--- src/rtl/rst_seq_pkg.sv ---
package rst_seq_pkg;

   typedef enum logic [2:0] {
      ST_RUN   = 3'd0,
      ST_LOAD  = 3'd1,
      ST_LITE  = 3'd2,
      ST_BUS   = 3'd3,
      ST_SOFT  = 3'd4,
      ST_HARD  = 3'd5,
      ST_UNPWR = 3'd6
   } rst_st_e;

   // numeric value is the scope rank used for arbitration
   typedef enum logic [2:0] {
      SRC_NONE = 3'd0,
      SRC_LITE = 3'd1,
      SRC_BUS  = 3'd2,
      SRC_SOFT = 3'd3,
      SRC_HARD = 3'd4,
      SRC_PWR  = 3'd5
   } rst_src_e;

   function automatic logic [2:0] st_rank(rst_st_e s);
      case (s)
         ST_UNPWR: return 3'd5;
         ST_HARD:  return 3'd4;
         ST_SOFT:  return 3'd3;
         ST_BUS:   return 3'd2;
         ST_LITE:  return 3'd1;
         default:  return 3'd0;
      endcase
   endfunction

   function automatic rst_st_e src_state(rst_src_e s);
      case (s)
         SRC_PWR:  return ST_UNPWR;
         SRC_HARD: return ST_HARD;
         SRC_SOFT: return ST_SOFT;
         SRC_BUS:  return ST_BUS;
         SRC_LITE: return ST_LITE;
         default:  return ST_RUN;
      endcase
   endfunction

endpackage

--- src/rtl/rst_src_arb.sv ---
module rst_src_arb
   import rst_seq_pkg::*;
(
   input  logic     vbus_i,
   input  logic     ext_rst_n_i,
   input  logic     soft_wr_i,
   input  logic     bus_rst_i,
   input  logic     lite_req_i,
   output rst_src_e src_o
);

   always_comb begin
      if (!vbus_i)           src_o = SRC_PWR;
      else if (!ext_rst_n_i) src_o = SRC_HARD;
      else if (soft_wr_i)    src_o = SRC_SOFT;
      else if (bus_rst_i)    src_o = SRC_BUS;
      else if (lite_req_i)   src_o = SRC_LITE;
      else                   src_o = SRC_NONE;
   end

endmodule

--- src/rtl/rst_soft_timer.sv ---
module rst_soft_timer #(
   parameter int CYC = 500
) (
   input  logic clk,
   input  logic rst_i,
   input  logic load_i,
   input  logic run_i,
   output logic zero_o
);

   generate
      if (CYC == 1) begin : g_single
         assign zero_o = 1'b1;
      end else begin : g_count
         localparam int CW = $clog2(CYC + 1);
         logic [CW-1:0] cnt_q;
         always_ff @(posedge clk or posedge rst_i) begin
            if (rst_i)                       cnt_q <= '0;
            else if (load_i)                 cnt_q <= CW'(CYC - 1);
            else if (run_i && cnt_q != '0)   cnt_q <= cnt_q - CW'(1);
         end
         assign zero_o = (cnt_q == '0);
      end
   endgenerate

endmodule

--- src/rtl/rst_cfg_keep.sv ---
module rst_cfg_keep #(
   parameter int               W    = 8,
   parameter logic [W-1:0]     KEEP = '0
) (
   input  logic         clk,
   input  logic         rst_i,
   input  logic         we_i,
   input  logic [W-1:0] wd_i,
   input  logic         clr_all_i,
   input  logic         clr_part_i,
   output logic [W-1:0] q_o
);

   generate
      for (genvar b = 0; b < W; b++) begin : g_bit
         logic bit_q;
         if (KEEP[b]) begin : g_keep
            always_ff @(posedge clk or posedge rst_i) begin
               if (rst_i)                     bit_q <= 1'b0;
               else if (clr_all_i)            bit_q <= 1'b0;
               else if (we_i && !clr_part_i)  bit_q <= wd_i[b];
            end
         end else begin : g_clear
            always_ff @(posedge clk or posedge rst_i) begin
               if (rst_i)                        bit_q <= 1'b0;
               else if (clr_all_i || clr_part_i) bit_q <= 1'b0;
               else if (we_i)                    bit_q <= wd_i[b];
            end
         end
         assign q_o[b] = bit_q;
      end
   endgenerate

endmodule

--- src/rtl/rst_seq_ctrl.sv ---
module rst_seq_ctrl
   import rst_seq_pkg::*;
#(
   parameter int               CLK_MHZ   = 250,
   parameter int               SOFT_NS   = 2000,
   parameter int               CFG_W     = 8,
   parameter logic [CFG_W-1:0] KEEP_MASK = 8'hF0
) (
   input  logic             clk,
   input  logic             por_i,
   input  logic             ext_rst_n_i,
   input  logic             vbus_i,
   input  logic             soft_wr_i,
   input  logic             bus_rst_i,
   input  logic             lite_req_i,
   input  logic             mem_present_i,
   input  logic             load_done_i,
   input  logic             phy_wake_i,
   input  logic             cfg_we_i,
   input  logic [CFG_W-1:0] cfg_wd_i,
   output logic             core_rst_o,
   output logic             bif_rst_o,
   output logic             disconnect_o,
   output logic             soft_bit_o,
   output logic             reload_req_o,
   output logic             reload_full_o,
   output logic             phy_pd_o,
   output logic             ready_o,
   output logic [CFG_W-1:0] cfg_q_o
);

   localparam int SOFT_CYC = CLK_MHZ * SOFT_NS / 1000;

   generate
      if (SOFT_CYC < 1) begin : g_chk_soft
         $error("soft reset interval rounds to zero cycles");
      end
      if (CFG_W < 1) begin : g_chk_cfg
         $error("CFG_W must be at least 1");
      end
   endgenerate

   rst_st_e  state_q, state_d;
   rst_src_e src;
   logic     tmr_zero, enter, full_q, ready_q, pd_q, core_up;
   logic [2:0] nxt_rank;

   rst_src_arb u_arb (
      .vbus_i      (vbus_i),
      .ext_rst_n_i (ext_rst_n_i),
      .soft_wr_i   (soft_wr_i),
      .bus_rst_i   (bus_rst_i),
      .lite_req_i  (lite_req_i),
      .src_o       (src)
   );

   always_comb begin
      state_d = state_q;
      if (3'(src) > st_rank(state_q)) begin
         state_d = src_state(src);
      end else begin
         case (state_q)
            ST_UNPWR: if (vbus_i)      state_d = ST_HARD;
            ST_HARD:  if (ext_rst_n_i) state_d = ST_LOAD;
            ST_SOFT:  if (tmr_zero)    state_d = ST_LOAD;
            ST_BUS:   if (!bus_rst_i)  state_d = ST_LOAD;
            ST_LITE:  state_d = ready_q ? ST_RUN : ST_LOAD;
            ST_LOAD:  if (!mem_present_i || load_done_i) state_d = ST_RUN;
            default:  state_d = ST_RUN;
         endcase
      end
   end

   assign enter    = (state_d != state_q);
   assign nxt_rank = st_rank(state_d);
   assign core_up  = (state_q == ST_RUN) || (state_q == ST_LOAD);

   rst_soft_timer #(.CYC(SOFT_CYC)) u_tmr (
      .clk    (clk),
      .rst_i  (por_i),
      .load_i (enter && state_d == ST_SOFT),
      .run_i  (state_q == ST_SOFT),
      .zero_o (tmr_zero)
   );

   always_ff @(posedge clk or posedge por_i) begin
      if (por_i) begin
         state_q <= ST_HARD;
         full_q  <= 1'b1;
         ready_q <= 1'b0;
         pd_q    <= 1'b1;
      end else begin
         state_q <= state_d;
         if (enter && state_d == ST_LOAD) begin
            if (state_q == ST_BUS)                                  full_q <= 1'b0;
            else if (state_q == ST_HARD || state_q == ST_SOFT)      full_q <= 1'b1;
         end
         if (enter && nxt_rank >= 3'd2)                  ready_q <= 1'b0;
         else if (state_q == ST_LOAD && state_d == ST_RUN) ready_q <= 1'b1;
         if (enter && nxt_rank >= 3'd2)                  pd_q <= 1'b1;
         else if (phy_wake_i && core_up)                 pd_q <= 1'b0;
      end
   end

   rst_cfg_keep #(.W(CFG_W), .KEEP(KEEP_MASK)) u_cfg (
      .clk        (clk),
      .rst_i      (por_i),
      .we_i       (cfg_we_i && core_up),
      .wd_i       (cfg_wd_i),
      .clr_all_i  (enter && nxt_rank >= 3'd4),
      .clr_part_i (enter && nxt_rank >= 3'd1 && nxt_rank <= 3'd3),
      .q_o        (cfg_q_o)
   );

   assign core_rst_o    = (st_rank(state_q) != 3'd0);
   assign bif_rst_o     = (st_rank(state_q) >= 3'd3);
   assign disconnect_o  = (st_rank(state_q) >= 3'd3);
   assign soft_bit_o    = (state_q == ST_SOFT);
   assign reload_req_o  = (state_q == ST_LOAD) && mem_present_i;
   assign reload_full_o = full_q;
   assign phy_pd_o      = pd_q;
   assign ready_o       = ready_q;

endmodule

--- config.mk ---
export PLATFORM = sky130hd
export DESIGN_NAME = rst_seq_ctrl
export DESIGN_NICKNAME = d
export VERILOG_FILES = /design/src/rtl/rst_seq_pkg.sv /design/src/rtl/rst_src_arb.sv /design/src/rtl/rst_soft_timer.sv /design/src/rtl/rst_cfg_keep.sv /design/src/rtl/rst_seq_ctrl.sv
export SDC_FILE = /design/constraint.sdc
export NUM_CORES = 1
export LEC_CHECK = 0
export ABC_AREA = 0
export CORE_AREA = 10 10 72 74
export CTS_BUF_LIST = sky130_fd_sc_hd__clkbuf_8
export DETAILED_ROUTE_END_ITERATION = 8
export DIE_AREA = 0 0 82 84
export GPL_ROUTABILITY_DRIVEN = 0
export MAX_ROUTING_LAYER = met4
export PLACE_DENSITY = 0.73
export SYNTH_ARGS = -nofsm -noshare
export SYNTH_HDL_FRONTEND = slang
export SYNTH_HIERARCHICAL = 1
export SYNTH_SLANG_ARGS = --single-unit
--- constraint.sdc ---
create_clock -name clk -period 4.1 [get_ports clk]
set_input_delay 0.82 -clock clk [delete_from_list [all_inputs] [get_ports clk]]
set_output_delay 0.82 -clock clk [all_outputs]
set_load 0.1 [all_outputs]
==> results of run 1 <==
-- worst paths after layout --
kind                                                         start                                 end  slack, ns  cells after the start
worst max-delay path                                        vbus_i    u_cfg/g_bit[4].bit_q$_DFFE_PP0P_       0.40                     12
worst min-delay path            u_tmr/g_count.cnt_q[8]$_DFFE_PP0P_  u_tmr/g_count.cnt_q[8]$_DFFE_PP0P_       0.53                      2
worst max register to register  u_tmr/g_count.cnt_q[0]$_DFFE_PP0P_    u_cfg/g_bit[4].bit_q$_DFFE_PP0P_       0.60                     12
worst min register to register  u_tmr/g_count.cnt_q[8]$_DFFE_PP0P_  u_tmr/g_count.cnt_q[8]$_DFFE_PP0P_       0.53                      2
max in group asynchronous                                    por_i  u_tmr/g_count.cnt_q[4]$_DFFE_PP0P_       2.93                      2
min in group asynchronous                                    por_i                 ready_o$_DFFE_PP0P_       0.85                      2
-- per-stage QoR --
| step | util (%) | instance area, um2 | hold slack (ns) | instances | setup slack (ns) |
|---|---|---|---|---|---|
| final | 57.14 | 2203 | 0.5332 | 283 | 0.3994 |
| after global routing | 57.14 | 2203 | 0.5587 | 283 | 0.2072 |
| after CTS | 57.14 | 2203 | 0.5390 | 283 | 0.4114 |
| after detailed placement | 55.94 | 2157 | 0.5144 | 279 | 0.1297 |
| after global placement | 55.94 | 2157 | 0.5066 | 279 | 0.2168 |
| after floorplan | - | 1867 | 0.4781 | 209 | 0.2595 |
-- critical path: stages --
cell and delay, ns:
clkdlybuf4s50_1 0.54, nand2_2 0.13, nor2_1 0.19, ha_1 0.27, nor2b_4 0.13, or3_1 0.44
a221oi_4 0.33, nor2_2 0.12, or3_1 0.31, and3_1 0.29, nand4bb_1 0.22, o21ai_1 0.09
-- layout make-up --
class,count,area [um2]
inverters,14,55.05
well taps,50,62.56
flip-flops and latches,23,580.6
multi-input cells,154,1101
clock inverters,1,5.005
fillers,375,1653
clock buffers,3,41.29
repair buffers,38,357.8
-- placed cells by master, fill, tap and decap left out, types with 5 or more instances in the layout --
master,synthesis,layout
buf_4,12,9
nand3_1,5,5
nor2b_1,7,7
mux2i_1,10,10
dfrtp_1,19,19
nor3_1,9,8
o21ai_0,6,6
a21oi_1,10,10
nand2b_1,7,7
o21ai_1,6,6
clkdlybuf4s50_1,0,29
nand2_1,8,8
inv_1,13,13
nor2_1,19,19
nand4bb_1,5,5
-- Yosys cell counts (3+ instances only) --
cell,count
o21ai_0,6
o21a_1,3
inv_1,13
dfstp_2,4
nor3_1,9
a21oi_1,10
nand3_1,5
mux2i_1,10
nor2b_1,7
a31oi_1,4
dfrtp_1,19
nand3b_1,3
buf_4,12
nor2_1,19
nand2_1,8
nand4bb_1,5
a31o_1,3
ha_1,4
and3_1,4
nand2b_1,7
o21ai_1,6
-- kinds of logic (layout without fill, tap and decap cells) --
kind of cell / after synthesis / count (layout) / share of synthesized area (%)
AOI/OAI and AO/OA: 48 / 48 / 18.88
xor gates and xnor gates: 4 / 4 / 1.888
adders and majority gates: 4 / 4 / 2.697
buffers and inverters: 32 / 56 / 9.980
DFF: 23 / 23 / 31.29
muxes: 10 / 10 / 5.395
and+or+nand+nor: 88 / 88 / 29.87
-- metal layers --
| layer | vias to the layer above | global-route usage, % | part of all wire (%) |
|---|---|---|---|
| li1 | 799 | - | - |
| met1 | 742 | 17.34 | 51 |
| met2 | 42 | 17.62 | 41 |
| met3 | 4 | 3.772 | 6.7 |
| met4 | 0 | 2.477 | 0.98 |
| met5 | - | - | 0 |
-- registers in the layout, indices dropped and copies added, names as in the netlist --
name                 count
state_q                  3
phy_pd_o                 1
reload_full_o            1
ready_o                  1
u_tmr/g_count.cnt_q      9
u_cfg/g_bit.bit_q        8
==> flow_summary.json, run 1 <==
{
  "period_share_pct": 90.26,
  "fin_skew_ns": 0.006264,
  "dieArea_um2": 6888,
  "period_minus_slack_ns": 3.701,
  "drc": 0,
  "wl_mm": 4.182,
  "synthCells": 209,
  "yosys.area.top_type": "dfrtp_1",
  "avgSynthCellArea_um2": 8.878,
  "worst_setup_hold_path_clk_slew_ns": 0.08,
  "synth.distinct_cells": 57,
  "nets": 257,
  "grt_pass1_vias": 1505,
  "drv_cap": 0,
  "cp_max_fo": 9,
  "worst_pin_slew_ns": 0.9865,
  "max_freq_ghz": 0.2702,
  "wl_per_cell_um": 14.78,
  "tns_ns": 0,
  "synth-seq-area-share_pct": 31.29,
  "first_iter_violations": 105,
  "cts.root.buffer_cell": "clkbuf_8",
  "crit_path_end_kind": "register",
  "synthArstFlopShare_pct": 100.0,
  "dieWidth_um": 82,
  "dr_total_vias": 1587,
  "cp.arrival_ns": 3.90,
  "gr-usage-all-layers_pct": 12.58,
  "slew-limit-headroom_pct": 34.03,
  "hpwl_mm": 3.268,
  "worst-setup-path-type": "in2reg",
  "antenna_found_initial": 0,
  "status": "complete, no violations",
  "crit_path_start_kind": "input port",
  "setup_viol": 0,
  "synth_fp_nets": 232,
  "cts_setup_buffers": 0,
  "diodes": 0,
  "yosysWarnings": 6,
  "clock_sinks": 23,
  "dr.pass1.iters": 4,
  "synth.area.top_cells": "dfrtp_1 26%, dfstp_2 5.7%, mux2i_1 5.4%, buf_4 4.9%, nor2_1 3.8%",
  "drv_slew": 0,
  "final_antenna_net_count": 0,
  "clk_latency_ns": 0.26,
  "io_pins": 35,
  "numCtsBuffers": 3,
  "synth_enable_flop_cells": 0,
  "start_util_pct": 48.12,
  "synth_seq_cells": 23,
  "drive_above_1_share_pct": 14.16,
  "grt_pass1_wl_mm": 7.072,
  "cts_resized": 0,
  "synth_top_area_share_pct": 25.62,
  "port-buffer-count": 34,
  "die_h_um": 84,
  "core-area_um2": 3856,
  "avgViaCountPerCell": 5.608,
  "area_growth_pct": 18.75,
  "hold_viol": 0,
  "grt_max_degree": 16,
  "num_rows": 23,
  "clockBufferDepth": 2,
  "cts_tree": "yes",
  "postCtsHoldBufs": 0,
  "required_ns": 4.29,
  "syn-cell-area_um2": 1856,
  "grt-ovfl-total": 0,
  "h-tree-depth": 1,
  "synth_flop_cell": "dfrtp_1",
  "hold_class": "reg2reg",
  "rsz0062_at_grt": "false"
}
Power of run 1 is left out: the tool's default activity adds up to more than one toggle a clock period on the data nets, which glitch-free logic cannot reach.
==> run 2, diff against run 1 <==
Settings changed: CAP_MARGIN from default to 20, CTS_CLUSTER_DIAMETER from default to 30.
==> results of run 2 <==
Same layout as run 1: the final DEF is identical, and so are final timing and power.
Power of run 2 is left out for the same reason.
